--- config.mk ---
export PLATFORM = sky130hd
export DESIGN_NAME = objcopy_dma
export DESIGN_NICKNAME = d
export VERILOG_FILES = /design/src/rtl/objcopy_pkg.sv /design/src/rtl/objcopy_sched.sv /design/src/rtl/objcopy_addr.sv /design/src/rtl/objcopy_guard.sv /design/src/rtl/objcopy_dma.sv
export SDC_FILE = /design/constraint.sdc
export NUM_CORES = 1
export LEC_CHECK = 0
export ABC_AREA = 1
export BUFFER_PORTS_ARGS = -buffer_cell sky130_fd_sc_hd__buf_2
export CORE_ASPECT_RATIO = 1.75
export CORE_UTILIZATION = 53
export DETAILED_ROUTE_END_ITERATION = 10
export PLACE_DENSITY = 0.95
export SYNTH_ARGS = -nofsm -noshare
export SYNTH_HDL_FRONTEND = slang
export SYNTH_SLANG_ARGS = --single-unit
--- constraint.sdc ---
create_clock -name clk -period 3 [get_ports clk]
set_input_delay 0.45 -clock clk [delete_from_list [all_inputs] [get_ports clk]]
set_output_delay 0.45 -clock clk [all_outputs]
set_load 0.03 [all_outputs]
--- src/rtl/objcopy_pkg.sv ---
// Package: shared bus-group type and the region-to-group mapping used by
// the copy engine's access filter.
// Assumes an address space split into eight 8 KB regions (addr[15:13]).
package objcopy_pkg;

    typedef enum logic [1:0] {
        GRP_MAIN  = 2'd0,
        GRP_VIDEO = 2'd1,
        GRP_WRAM  = 2'd2,
        GRP_CORE  = 2'd3
    } grp_e;

    localparam int unsigned REGION_COUNT = 8;
    localparam int unsigned REGION_W     = 3;

    // Maps a region number to its bus group for one hardware model.
    function automatic grp_e region_group(input logic [REGION_W-1:0] region,
                                          input logic second_model);
        grp_e g;
        case (region)
            3'd4:    g = GRP_VIDEO;
            3'd6:    g = second_model ? GRP_WRAM : GRP_MAIN;
            3'd7:    g = GRP_CORE;
            default: g = GRP_MAIN;
        endcase
        return g;
    endfunction

endpackage

--- src/rtl/objcopy_sched.sv ---
// Module: objcopy_sched
// Paces the copy: a start delay after an accepted trigger, then one slot
// every BYTE_GAP cycles until XFER_LEN slots have been issued.
// Assumes START_DLY >= 1 and BYTE_GAP >= 2. A start in the same cycle as a
// slot wins: the slot is suppressed and the schedule restarts.
module objcopy_sched #(
    parameter int unsigned XFER_LEN  = 160,
    parameter int unsigned START_DLY = 8,
    parameter int unsigned BYTE_GAP  = 4,
    localparam int unsigned CNT_W    = $clog2(XFER_LEN + 1),
    localparam int unsigned MAX_DLY  = (START_DLY > BYTE_GAP) ? START_DLY : BYTE_GAP,
    localparam int unsigned WAIT_W   = (MAX_DLY < 2) ? 1 : $clog2(MAX_DLY)
) (
    input  logic             clk,
    input  logic             rst_n,
    input  logic             start,
    output logic             slot,
    output logic             active,
    output logic [CNT_W-1:0] remaining
);

    logic [CNT_W-1:0]  rem_q;
    logic [WAIT_W-1:0] wait_q;

    // Busy whenever bytes are outstanding.
    assign active    = (rem_q != '0);
    // A slot fires when the wait has run out and no restart is pending.
    assign slot      = active && (wait_q == '0) && !start;
    assign remaining = rem_q;

    // Remaining-count and wait-counter update.
    always_ff @(posedge clk) begin
        if (!rst_n) begin
            rem_q  <= '0;
            wait_q <= '0;
        end else if (start) begin
            rem_q  <= CNT_W'(XFER_LEN);
            wait_q <= WAIT_W'(START_DLY - 1);
        end else if (active) begin
            if (wait_q == '0) begin
                rem_q  <= rem_q - 1'b1;
                wait_q <= WAIT_W'(BYTE_GAP - 1);
            end else begin
                wait_q <= wait_q - 1'b1;
            end
        end
    end

    // the count never exceeds one full transfer.
    p_count_bound_r5: assert property (@(posedge clk) disable iff (!rst_n)
        rem_q <= CNT_W'(XFER_LEN));

    // two slots are never adjacent.
    p_slot_gap_r4: assert property (@(posedge clk) disable iff (!rst_n)
        slot |=> !slot);

    // each slot consumes exactly one byte of the count.
    p_slot_decrement_r5: assert property (@(posedge clk) disable iff (!rst_n)
        slot |=> (rem_q == $past(rem_q) - 1'b1));

    // a start always reloads the full count.
    p_restart_full_r6: assert property (@(posedge clk) disable iff (!rst_n)
        start |=> (rem_q == CNT_W'(XFER_LEN)));

endmodule

--- src/rtl/objcopy_addr.sv ---
// Module: objcopy_addr
// Holds the source address and the object-memory index of the copy.
// Both start at the page base / zero on a start and step by one per slot.
// Assumes start and slot are never high together (the scheduler ensures it).
module objcopy_addr #(
    parameter int unsigned XFER_LEN = 160,
    parameter int unsigned ADDR_W   = 16,
    parameter int unsigned IDX_W    = 8,
    localparam int unsigned PAGE_W  = ADDR_W - IDX_W
) (
    input  logic              clk,
    input  logic              rst_n,
    input  logic              start,
    input  logic [PAGE_W-1:0] page,
    input  logic              slot,
    output logic [ADDR_W-1:0] src,
    output logic [IDX_W-1:0]  dst
);

    // Pointer load on start, increment on every slot.
    always_ff @(posedge clk) begin
        if (!rst_n) begin
            src <= '0;
            dst <= '0;
        end else if (start) begin
            src <= {page, {IDX_W{1'b0}}};
            dst <= '0;
        end else if (slot) begin
            src <= src + 1'b1;
            dst <= dst + 1'b1;
        end
    end

    // a slot only ever targets an index inside the transfer.
    p_idx_in_range_r5: assert property (@(posedge clk) disable iff (!rst_n)
        slot |-> (int'(dst) < XFER_LEN));

    // source and index advance together.
    p_step_together_r5: assert property (@(posedge clk) disable iff (!rst_n)
        slot |=> (src[IDX_W-1:0] == dst));

endmodule

--- src/rtl/objcopy_guard.sv ---
// Module: objcopy_guard
// Decides whether a processor access must be blocked while a copy runs.
// Builds the two region-to-group tables with generate and selects one by
// model; also blocks the object-memory window outright.
// Assumes the source region is constant during a copy (one page per copy).
module objcopy_guard
    import objcopy_pkg::*;
#(
    parameter int unsigned ADDR_W   = 16,
    parameter logic [15:0] OBJ_BASE = 16'hFE00,
    parameter int unsigned OBJ_SPAN = 160,
    localparam int unsigned REG_LSB = ADDR_W - REGION_W
) (
    input  logic              active,
    input  logic              model_sel,
    input  logic [ADDR_W-1:0] src,
    input  logic [ADDR_W-1:0] cpu_addr,
    output logic              block
);

    grp_e tbl_first  [REGION_COUNT];
    grp_e tbl_second [REGION_COUNT];

    // One table entry per region and model.
    for (genvar r = 0; r < REGION_COUNT; r++) begin : g_region
        assign tbl_first[r]  = region_group(REGION_W'(r), 1'b0);
        assign tbl_second[r] = region_group(REGION_W'(r), 1'b1);
    end

    logic [REGION_W-1:0] src_region;
    logic [REGION_W-1:0] cpu_region;
    grp_e                src_grp;
    grp_e                cpu_grp;
    logic                same_bus;
    logic                in_window;

    assign src_region = src[ADDR_W-1:REG_LSB];
    assign cpu_region = cpu_addr[ADDR_W-1:REG_LSB];

    // Group lookup for the copy source and the processor access.
    always_comb begin
        src_grp = model_sel ? tbl_second[src_region] : tbl_first[src_region];
        cpu_grp = model_sel ? tbl_second[cpu_region] : tbl_first[cpu_region];
    end

    // Contention on a shared external group, and the object-memory window.
    assign same_bus  = (src_grp != GRP_CORE) && (src_grp == cpu_grp);
    assign in_window = (cpu_addr >= OBJ_BASE) &&
                       (cpu_addr <  OBJ_BASE + ADDR_W'(OBJ_SPAN));

    // Final block decision, only while the copy is active.
    assign block = active && (same_bus || in_window);

endmodule

--- src/rtl/objcopy_dma.sv ---
// Module: objcopy_dma (top)
// Object attribute memory copy engine: accepts a page trigger, paces a
// fixed-length byte copy from the system bus into object memory and
// filters processor accesses that would contend with it.
// Assumes the system bus returns bus_rdata in the same cycle as bus_rd.
module objcopy_dma #(
    parameter int unsigned XFER_LEN   = 160,
    parameter int unsigned START_DLY  = 8,
    parameter int unsigned BYTE_GAP   = 4,
    parameter logic [7:0]  LIMIT_PAGE = 8'hF1,
    parameter logic [15:0] OBJ_BASE   = 16'hFE00,
    localparam int unsigned ADDR_W    = 16,
    localparam int unsigned DATA_W    = 8,
    localparam int unsigned IDX_W     = 8,
    localparam int unsigned CNT_W     = $clog2(XFER_LEN + 1)
) (
    input  logic              clk,
    input  logic              rst_n,
    input  logic              trig_valid,
    input  logic [7:0]        trig_page,
    input  logic              model_sel,
    output logic              bus_rd,
    output logic [15:0]       bus_addr,
    input  logic [7:0]        bus_rdata,
    output logic              mem_wr,
    output logic [7:0]        mem_idx,
    output logic [7:0]        mem_wdata,
    input  logic [15:0]       cpu_addr,
    input  logic              cpu_rd,
    input  logic              cpu_wr,
    input  logic [7:0]        cpu_rdata_in,
    output logic [7:0]        cpu_rdata,
    output logic              cpu_wr_pass,
    output logic              cpu_block,
    output logic              busy,
    output logic [7:0]        remaining
);

    logic              start;
    logic              slot;
    logic              active;
    logic [CNT_W-1:0]  rem;
    logic [ADDR_W-1:0] src;
    logic [IDX_W-1:0]  dst;
    logic              block;

    // Trigger acceptance: pages beyond the limit never start a copy.
    assign start = trig_valid && (trig_page <= LIMIT_PAGE);

    objcopy_sched #(
        .XFER_LEN (XFER_LEN),
        .START_DLY(START_DLY),
        .BYTE_GAP (BYTE_GAP)
    ) u_sched (
        .clk      (clk),
        .rst_n    (rst_n),
        .start    (start),
        .slot     (slot),
        .active   (active),
        .remaining(rem)
    );

    objcopy_addr #(
        .XFER_LEN(XFER_LEN),
        .ADDR_W  (ADDR_W),
        .IDX_W   (IDX_W)
    ) u_addr (
        .clk  (clk),
        .rst_n(rst_n),
        .start(start),
        .page (trig_page),
        .slot (slot),
        .src  (src),
        .dst  (dst)
    );

    objcopy_guard #(
        .ADDR_W  (ADDR_W),
        .OBJ_BASE(OBJ_BASE),
        .OBJ_SPAN(XFER_LEN)
    ) u_guard (
        .active   (active),
        .model_sel(model_sel),
        .src      (src),
        .cpu_addr (cpu_addr),
        .block    (block)
    );

    // Copy-side outputs: read and write happen in the same slot cycle.
    assign bus_rd    = slot;
    assign bus_addr  = src;
    assign mem_wr    = slot;
    assign mem_idx   = dst;
    assign mem_wdata = bus_rdata;

    // Processor-side filtering of read data and write strobe.
    assign cpu_rdata   = block ? {DATA_W{1'b1}} : cpu_rdata_in;
    assign cpu_wr_pass = cpu_wr && !block;
    assign cpu_block   = block;

    assign busy      = active;
    assign remaining = 8'(rem);

    // an accepted trigger shows a full count on the next cycle.
    p_start_full_r2: assert property (@(posedge clk) disable iff (!rst_n)
        start |=> (busy && remaining == 8'(XFER_LEN)));

    // an out-of-range trigger while idle leaves the engine idle.
    p_ignore_high_r3: assert property (@(posedge clk) disable iff (!rst_n)
        (trig_valid && trig_page > LIMIT_PAGE && !busy) |=> !busy);

    // index plus remaining count always spans one transfer.
    p_track_r5: assert property (@(posedge clk) disable iff (!rst_n)
        busy |-> (int'(mem_idx) + int'(remaining) == XFER_LEN));

    // the object window is closed to the processor during a copy.
    p_window_closed_r10: assert property (@(posedge clk) disable iff (!rst_n)
        (busy && cpu_addr >= OBJ_BASE && cpu_addr < OBJ_BASE + 16'(XFER_LEN))
        |-> cpu_block);

    // a blocked access reads all-ones and writes nothing.
    p_blocked_access_r11: assert property (@(posedge clk) disable iff (!rst_n)
        cpu_block |-> (cpu_rdata == 8'hFF && !cpu_wr_pass));

    // nothing is blocked while idle.
    p_idle_open_r12: assert property (@(posedge clk) disable iff (!rst_n)
        !busy |-> !cpu_block);

endmodule

==> qor.txt, run 1 <==
WL met1 - 2280 um
WL met2 - 3450 um
Syn Nets - 436
Yosys warnings - 0
Initial Util - 55.4%
HP Class - input port to register
reg2reg setup slack - 1170 ps
Internal - 0.979 mW
input/output buffers - 81
fin. max-slew vios - 0
global route overflow - 0
CP Data Required Time - 2550 ps
CP Cell Sequence - ha_1, or2_2, nand3_1, inv_1, nand2_1, nand3_1, nand2_1, nand2_1, nand2_1, buf_2
detailed-route wire length - 6250 um
cell mode on critical path - nand2_1
P_leak - 1.48 nW
total power draw - 1.54 mW
Worst-Margin Slew - 578 ps
min Tclk post-route - 2510 ps
TritonCTS clock tree - built
Pwr Density - 526 nW/um2
layout cells sized above 1 - 24.1%
CP max stage cell - dfxtp_1
ranking of synthesized cells by area - dfxtp_1, nand2_1, inv_1, nor2_1, a21oi_1
critical path startpoint category - register
WHS Path Cells - 3
Sequential Power Share - 34.4%
Worst Skew - 10.7 ps
crit-path max FO - 9
cells after synthesis - 381
RR Startpoint - u_sched.remaining[0]$_SDFFE_PP0P_
P_sw - 0.560 mW
setup TNS - 0 ps
Worst Setup End Kind - primary output
Buf/Inv on CP - 2
Clock Tree Buf Depth - 2
mean cell area of the mapped netlist - 6.47 um2
Syn-to-layout area delta - 18.7%
routed len/inst - 12.4 um
via/cell ratio - 5.26
number of gates resized after cts - 0
Netlist cell types - 30
sw frac - 36.4%
Hold Crit Start - rst_n
placed inst area - 2790 um2
Final Hold Vio Count - 0
H-tree depth - 2
Logic pwr share - 31.9%
detailed placer's ending HPWL - 4590 um
fin nets - 507
Placed Instances - 496
antenna cells - 0
Crit path max-delay family - simple AND/OR/NAND/NOR gates
Worst R2R Path Depth - 7
share of the synthesized area in the top cell type - 28.4%
Final setup viols - 0
Worst-path clk slew - 80 ps
Skew-Pair Late Insertion Delay - 300 ps
clock power share - 33.6%
DR top layer - met4
worst ir drop on vdd - 0.478 mV
# DRC - 0
GRT Util Overall - 27.0%
chip width - 53.5 um
kind of critical path - register to primary output
final instance area - 2930 um2
IO Pins - 99
first-pass GRT wire length - 9970 um
Final period util - 83.6%
maxcap violations - 0
post-synthesis sequential area ratio - 28.4%
CTS sink cnt - 35
flops & latches, synth - 35
post-CTS setup buffer count - 0
Detail Route met3 WL - 362 um
CTS hold repair buffers - 0
worst reg2reg path endpoint - u_addr.src[12]$_SDFFE_PN0P_
Num CTS Buffers - 5
core area - 4440 um2
vias in the first global route - 2530
Fmax achieved - 0.399 GHz
Final ANT Viol Nets - 0
Placement Rows - 32
Die H - 92.2 um
Final Non-Filler Cells - 504
Slew HR - 61.3%
Worst Hold Path EP - u_sched.remaining[5]$_SDFFE_PN0P_
largest net degree at the start of global routing - 21
antenna violations before repair - 0
Place WS - 789 ps
outcome - finished clean
die area - 4940 um2
RSZ-0062 raised after global routing - false
Crit path largest cell delay - 380 ps
vias - 2649
initial drt markers - 108
GPL Wtd Cong - 0.836
first drt pass iteration count - 4
Arrival @ worst endpoint - 2060 ps
cell area after synthesis - 2460 um2
fillcell total - 377
final worst slack - 491 ps
Root Driver - clkbuf_8
most area-hungry cell type in the Yosys netlist - dfxtp_1
power groups by stage:
stage	logic (mW)	clock network, mW	registers, mW
3_3_place_gp	0.470	0	0.537
6_report	0.492	0.518	0.530
3_5_place_dp	0.486	0	0.539
2_1_floorplan	0.364	0	0.576
5_1_grt	0.540	0.545	0.534
4_1_cts	0.493	0.524	0.529
per-stage QoR:
stage | util (%) | hold slack (ps)
detailed placement | 62.8 | 481
finish | 65.8 | 398
global route | 65.8 | 416
floorplan | - | 520
CTS | 65.8 | 392
global placement | 62.8 | 470
cells in the final DEF (no fill, tap or decap), types with 6 or more instances in the layout:
| cell | count |
|---|---|
| a21oi_1 | 26 |
| buf_2 | 81 |
| dfxtp_1 | 35 |
| ha_1 | 9 |
| inv_1 | 48 |
| nand2_1 | 120 |
| nand3_1 | 25 |
| nand4_1 | 7 |
| nor2_1 | 40 |
| o21ai_0 | 9 |
| xnor2_1 | 6 |
| xor2_1 | 9 |
area by class of cell:
cell class	instances	area, um2	area share, %
clock buffer	5	68.8	2.35
clock inverter	3	67.6	2.31
inverter	49	184	6.29
multi-input combinational	280	1440	49.1
sequential	35	701	24.0
tap	51	63.8	2.18
timing repair buffer	81	405	13.9
routing by layer:
metal  GRT usage [%]  vias to the layer above
met4            15.6                        0
met3            4.98                       16
met5               0                        -
met2            49.5                      105
met1            26.0                     1205
li1                -                     1323
sequential cells by signal (all words and copies together) (netlist names):
name and count:
u_addr.dst 8, u_addr.src 16, u_sched.remaining 8, u_sched.wait_q 3
cells by family after synthesis:
group           share of synthesized area [%]
compound gates                           9.85
flops                                    28.4
xor+xnor                                 5.33
simple gates                             38.5
buf+inv                                  13.3
fa+ha+maj                                4.57
tightest hold or removal path: stages:
cell and delay [ps]:
buf_2 120, nand2_1 60, inv_1 40
cells in the mapped netlist:
cell / count
o21ai_4: 1
buf_6: 3
buf_8: 1
nor2_2: 3
nand2_2: 1
ha_1: 9
nor2_1: 40
o21ai_0: 9
a21oi_1: 26
xor2_1: 9
buf_2: 1
nand3b_1: 5
or2_2: 3
nor2_4: 4
nand2_1: 120
nand3_2: 2
xnor2_1: 6
nand2_4: 2
a21oi_2: 2
o21ai_1: 1
inv_1: 48
buf_4: 12
nand3_1: 25
a21boi_0: 1
dfxtp_1: 35
nand4_1: 7
a31oi_1: 1
nor3_2: 1
o21bai_1: 2
inv_2: 1
worst max path at each step:
stage                                           start           end  cells after the start
finish                    u_addr.src[13]$_SDFFE_PN0P_  cpu_rdata[2]                     10
global placement                         cpu_addr[13]  cpu_rdata[1]                     11
detailed placement                       cpu_addr[13]  cpu_rdata[4]                     11
CTS                       u_addr.src[13]$_SDFFE_PN0P_  cpu_rdata[4]                     10
floorplan           u_sched.remaining[0]$_SDFFE_PP0P_   cpu_wr_pass                      6
global route              u_addr.src[13]$_SDFFE_PN0P_  cpu_rdata[5]                     10
Note: power is estimated with default switching activity, not from simulation.
==> inputs of run 2 (changes only) <==
--- a/config.mk
+++ b/config.mk
@@ -5,12 +5,12 @@
 export SDC_FILE = /design/constraint.sdc
 export NUM_CORES = 1
 export LEC_CHECK = 0
-export ABC_AREA = 1
+export ABC_AREA = 0
 export BUFFER_PORTS_ARGS = -buffer_cell sky130_fd_sc_hd__buf_2
 export CORE_ASPECT_RATIO = 1.75
-export CORE_UTILIZATION = 53
+export CORE_UTILIZATION = 42
 export DETAILED_ROUTE_END_ITERATION = 10
-export PLACE_DENSITY = 0.95
+export PLACE_DENSITY = 0.86
 export SYNTH_ARGS = -nofsm -noshare
 export SYNTH_HDL_FRONTEND = slang
 export SYNTH_SLANG_ARGS = --single-unit
==> constraint.sdc (replaced) <==
create_clock -name clk -period 2.05 [get_ports clk]
set_input_delay 0.3075 -clock clk [delete_from_list [all_inputs] [get_ports clk]]
set_output_delay 0.3075 -clock clk [all_outputs]
set_load 0.03 [all_outputs]
==> run 2 against run 1 <==
Compared with the run above:
- the run now ends with setup timing left
- critical path depth down 3
- first-iteration DRC count down 61%
- count of clock-buffer cells in the layout up 2
- synthesized cell count down 36%
- worst setup slack worse by 750 ps
- clock power up 16%
==> qor.txt, run 2 <==
placed inst area - 2620 um2
Die H - 93.9 um
global route overflow - 0
antenna violations before repair - 0
Crit path max-delay family - compound AO/OA/AOI/OAI gates
Num CTS Buffers - 5
max reg flops - 16
largest net degree at the start of global routing - 23
RSZ-0062 raised after global routing - true
CP max stage cell - dfxtp_4
detailed placer's ending HPWL - 4200 um
Async SR Flop Fraction - 0%
cells after synthesis - 242
sw frac - 35.0%
mean cell area of the mapped netlist - 8.38 um2
Arrival @ worst endpoint - 2000 ps
Place WS - -233 ps
layout cells sized above 1 - 42.8%
setup TNS - -2270 ps
Worst R2R Path Depth - 8
vias in the first global route - 2025
routed len/inst - 14.5 um
Syn-to-layout area delta - 43.1%
Syn Nets - 297
initial drt markers - 42
GRT met3 Usage - 5.34%
Logic pwr share - 39.2%
share of the synthesized area in the top cell type - 34.6%
Worst Hold Path EP - u_addr.src[8]$_SDFFE_PN0P_
Worst-path clk slew - 70 ps
Initial Util - 43.4%
Post-synth EDFFs - 0
WHS Path Cells - 3
core area - 4670 um2
RR Startpoint - u_sched.wait_q[0]$_SDFFE_PN0P_
HP Class - input port to register
kind of critical path - register to primary output
Root Driver - clkbuf_8
first-pass GRT wire length - 8550 um
Netlist cell types - 39
H-tree depth - 2
critical path startpoint category - register
CP Cell Sequence - ha_4, nor4bb_2, a21oi_2, o32a_1, a31oi_4, or2_4, buf_6
most common cell after layout, fill and taps aside - buf_2
GPL Wtd Cong - 0.797
crit-path max FO - 5
min Tclk post-route - 2310 ps
first drt pass iteration count - 4
P_leak - 1.30 nW
failing checks - setup timing
antenna cells - 0
Final Hold Vio Count - 0
Worst Setup End Kind - primary output
outcome - complete, but fails checks
TritonCTS clock tree - built
worst reg2reg path endpoint - u_addr.src[7]$_SDFFE_PP0P_
post-synthesis sequential area ratio - 34.6%
fin. max-slew vios - 0
Internal - 1.45 mW
Final ANT Viol Nets - 0
IO Pins - 99
Worst Skew - 2.53 ps
clock power share - 26.8%
final worst slack - -255 ps
Most flops, register - u_addr.src
input/output buffers - 81
Fmax achieved - 0.434 GHz
vias - 2146
Pwr Density - 770 nW/um2
CTS sink cnt - 35
GRT Util Overall - 23.2%
Final period util - 112%
via/cell ratio - 5.46
ranking of synthesized cells by area - dfxtp_1, xor2_1, ha_1, nor2_1, a21oi_1
flops & latches, synth - 35
Placement Rows - 33
met2 GRT Util - 42.1%
# DRC - 0
chip width - 54.5 um
final instance area - 2900 um2
fin nets - 395
maxcap violations - 0
commonest cells after routing, fill and taps aside - buf_2, dfxtp_1, nor2_1
die area - 5120 um2
Yosys warnings - 0
Final setup viols - 10
Crit path largest cell delay - 350 ps
GR Util met1 - 21.2%
top_reg_cell synth - dfxtp_1
most area-hungry cell type in the Yosys netlist - dfxtp_1
Clock Tree Buf Depth - 2
Post-synth top cells - dfxtp_1, nor2_1, xor2_1
Buf/Inv on CP - 1
Worst-Margin Slew - 337 ps
top-count cell post-synth - dfxtp_1
Sequential Power Share - 34.0%
Skew-Pair Late Insertion Delay - 290 ps
GR peak layer - met2
worst ir drop on vdd - 0.532 mV
CP Data Required Time - 1740 ps
detailed-route wire length - 5710 um
cell area after synthesis - 2030 um2
reg2reg setup slack - 170 ps
P_sw - 0.780 mW
Slew HR - 77.4%
Hold Crit Start - rst_n
==> run 2: per-layer routing <==
layer,part of all wire [%],vias to the layer above
li1,-,1036
met1,35,1006
met2,54,84
met3,6.7,20
met4,3.4,0
met5,0,-
==> run 2: what timing repair did <==
item / CTS / global route
gates cloned: 1 / 0
setup endpoints to repair: 13 / 12
hold buffers: 0 / 0
setup buffers: 1 / 2
pin swaps: 8 / 4
resized for setup: 25 / 11
==> run 2: worst max path at each step <==
stage / startpoint / to / cells after the start
2_1_floorplan: u_addr.src[13]$_SDFFE_PN0P_ / cpu_rdata[0] / 6
3_5_place_dp: cpu_addr[13] / cpu_rdata[4] / 8
6_report: u_addr.src[14]$_SDFFE_PN0P_ / cpu_rdata[2] / 7
5_1_grt: u_addr.src[14]$_SDFFE_PN0P_ / cpu_rdata[2] / 7
3_3_place_gp: cpu_addr[13] / cpu_rdata[0] / 8
4_1_cts: u_addr.src[14]$_SDFFE_PN0P_ / cpu_rdata[7] / 7
==> run 2: area by class of cell <==
cell class                 instances  area, um2
tap                               52       65.1
sequential                        35        711
multi-input combinational        183       1320
fill                             414       1770
clock buffer                       7        108
timing repair buffer             105        651
clock inverter                     1       5.00
inverter                          10       37.5
==> run 2: cells by family (layout without fill, tap and decap cells) <==
family / Yosys count / in the layout / share of synthesized area, %
muxes: 2 / 2 / 0.988
xor gates and xnor gates: 27 / 27 / 11.7
adders and majority gates: 9 / 9 / 5.56
AOI/OAI and AO/OA: 41 / 42 / 13.2
DFF: 35 / 35 / 34.6
and+or+nand+nor: 103 / 103 / 27.4
buffers and inverters: 25 / 123 / 6.61
==> run 2: power by group through the flow <==
stage          sequential, mW  clock [mW]  combinational [mW]
2_1_floorplan           0.838           0               0.468
3_3_place_gp            0.769           0               0.735
3_5_place_dp            0.772           0               0.748
4_1_cts                 0.759       0.611               0.842
5_1_grt                 0.766       0.638               0.941
6_report                0.760       0.599               0.874
==> run 2: through the flow <==
step | utilization (%) | total power [mW] | hold WS [ps] | std cells
floorplan | - | 1.31 | 436 | 242
global placement | 56.1 | 1.50 | 469 | 381
detailed placement | 56.1 | 1.52 | 495 | 381
CTS | 61.0 | 2.21 | 297 | 391
global route | 62.2 | 2.34 | 306 | 393
finish | 62.2 | 2.23 | 304 | 393
==> run 2: worst min-delay path: cells and delay by family <==
| kind | cells | cell delay (ps) |
|---|---|---|
| buffers and inverters | 1 | 130 |
| AO/OA/AOI/OAI | 2 | 110 |
==> inputs of run 3 (changes only) <==
--- a/config.mk
+++ b/config.mk
@@ -11,6 +11,7 @@
 export CORE_UTILIZATION = 42
 export DETAILED_ROUTE_END_ITERATION = 10
 export PLACE_DENSITY = 0.86
+export REMOVE_ABC_BUFFERS = 1
 export SYNTH_ARGS = -nofsm -noshare
 export SYNTH_HDL_FRONTEND = slang
 export SYNTH_SLANG_ARGS = --single-unit
==> run 3 against run 2 <==
Compared with the run above:
- the run still ends with setup timing left
- hold slack got worse by 1.9 ps
- combinational power decreased by 4.8%
- clock skew increased by 5.2 ps
- cell count down 0.51%
- clock power up 9.0%
- non-clock buffer count decreased by 2
- utilization fell by 0.70 points
- global-route usage is 0.24 points higher
- register-to-register slack lost 50 ps
- critical path type unchanged
==> qor.txt, run 3 (synthesis results as in run 2) <==
# DRC - 0
chip width - 54.5 um
input/output buffers - 81
first-pass GRT wire length - 8790 um
CTS sink cnt - 35
global route overflow - 0
WL met1 - 1970 um
Num CTS Buffers - 5
GPL Wtd Cong - 0.834
P_leak - 1.29 nW
critical path startpoint category - register
initial drt markers - 36
DR top layer - met4
Placement Rows - 33
HP Class - input port to register
Worst-path clk slew - 70 ps
IO Pins - 99
kind of critical path - register to primary output
most common cell after layout, fill and taps aside - buf_2
Slew HR - 68.2%
GRT Util Overall - 23.4%
RSZ-0062 raised after global routing - true
Arrival @ worst endpoint - 1950 ps
fin nets - 393
fin. max-slew vios - 0
via/cell ratio - 5.44
CTS hold repair buffers - 0
Worst Setup End Kind - primary output
Final ANT Viol Nets - 0
min Tclk post-route - 2260 ps
Final Hold Vio Count - 0
failing checks - setup timing
antenna violations before repair - 0
vias in the first global route - 2068
Fmax achieved - 0.442 GHz
Final period util - 110%
Pwr Density - 785 nW/um2
Skew-Pair Late Insertion Delay - 290 ps
worst hold margin - 302 ps
layout cells sized above 1 - 38.1%
Most flops, register - u_addr.src
detailed-route wire length - 5610 um
core area - 4670 um2
maxcap violations - 0
H-tree depth - 2
Final setup viols - 10
crit-path max FO - 5
vias - 2127
total power draw - 2.25 mW
Syn-to-layout area delta - 41.5%
Worst Skew - 7.73 ps
TritonCTS clock tree - built
first drt pass iteration count - 4
Clock Tree Buf Depth - 2
fillcell total - 393
Initial Util - 43.4%
max reg flops - 16
antenna cells - 0
WL met2 - 3050 um
outcome - complete, but fails checks
final worst slack - -210 ps
Root Driver - clkbuf_8
Die H - 93.9 um
Detail Route met3 WL - 444 um
commonest cells after routing, fill and taps aside - buf_2, dfxtp_1, nor2_1
largest net degree at the start of global routing - 23
detailed placer's ending HPWL - 4010 um
Worst-Margin Slew - 473 ps
die area - 5120 um2
routed len/inst - 14.4 um
CP Data Required Time - 1740 ps
worst ir drop on vdd - 0.768 mV
-- run 3: changes by cell type in the layout (fill, tap and decap cells not counted), moves of 2 or more --
| cell | before | now |
|---|---|---|
| or2_1 | 0 | 8 |
| or2_4 | 8 | 0 |
| buf_2 | 70 | 67 |
| inv_1 | 7 | 10 |
| inv_2 | 3 | 0 |
| dfxtp_4 | 2 | 0 |
| ha_4 | 4 | 2 |
-- run 3: final timing paths --
check	from	slack (ps)	to	cells past startpoint
worst max-delay path	u_addr.src[14]$_SDFFE_PN0P_	-210	cpu_rdata[1]	7
worst min-delay path	rst_n	300	u_addr.src[14]$_SDFFE_PN0P_	3
worst max register to register	u_sched.remaining[0]$_SDFFE_PP0P_	120	u_addr.src[7]$_SDFFE_PP0P_	9
worst min register to register	u_addr.dst[1]$_SDFFE_PP0P_	490	u_addr.dst[1]$_SDFFE_PP0P_	2
-- run 3: what timing repair did --
item                                    4_1_cts  5_1_grt
setup buffers                                 5        1
endpoints found under the setup margin       13       13
gates resized for setup                      37        5
gates cloned                                  1        0
pin swaps                                    11        4
-- run 3: worst max-delay path, stage by stage (launching register included) --
cell and delay, ps:
dfxtp_2 340, ha_4 240, nor4bb_1 260, a21oi_1 70, o32a_1 240, a31oi_4 230, or2_1 150, buf_6 130
-- run 3: through the flow --
step / cells / setup WS, ps / setup TNS (ps) / util (%) / area, um2
after floorplan: 227 / -577 / -5780 / - / 1930
after CTS: 390 / -244 / -2010 / 61.1 / 2850
after global routing: 391 / -270 / -2490 / 61.5 / 2870
after detailed placement: 376 / -400 / -3640 / 54.0 / 2520
after global placement: 376 / -269 / -2530 / 54.0 / 2520
final: 391 / -210 / -1860 / 61.5 / 2870
-- run 3: area by class of cell --
class	instances	area, um2	share of cell area [%]
well taps	52	65.1	2.27
clock inverters	2	35.0	1.22
inverters	10	37.5	1.31
clock buffers	6	82.6	2.88
flip-flops and latches	35	704	24.6
repair buffers	103	651	22.7
multi-input cells	183	1290	45.1
-- run 3: routing by layer --
| layer | track usage [%] | vias up |
|---|---|---|
| li1 | - | 1038 |
| met1 | 22.2 | 980 |
| met2 | 43.3 | 97 |
| met3 | 6.15 | 12 |
| met4 | 10.7 | 0 |
| met5 | 0 | - |
-- run 3: report_power, final --
part / switching [mW] / internal (mW) / leakage, nW
clock network: 0.260 / 0.393 / 0.0612
logic: 0.471 / 0.361 / 0.945
registers: 0.0440 / 0.721 / 0.287
total: 0.775 / 1.48 / 1.29
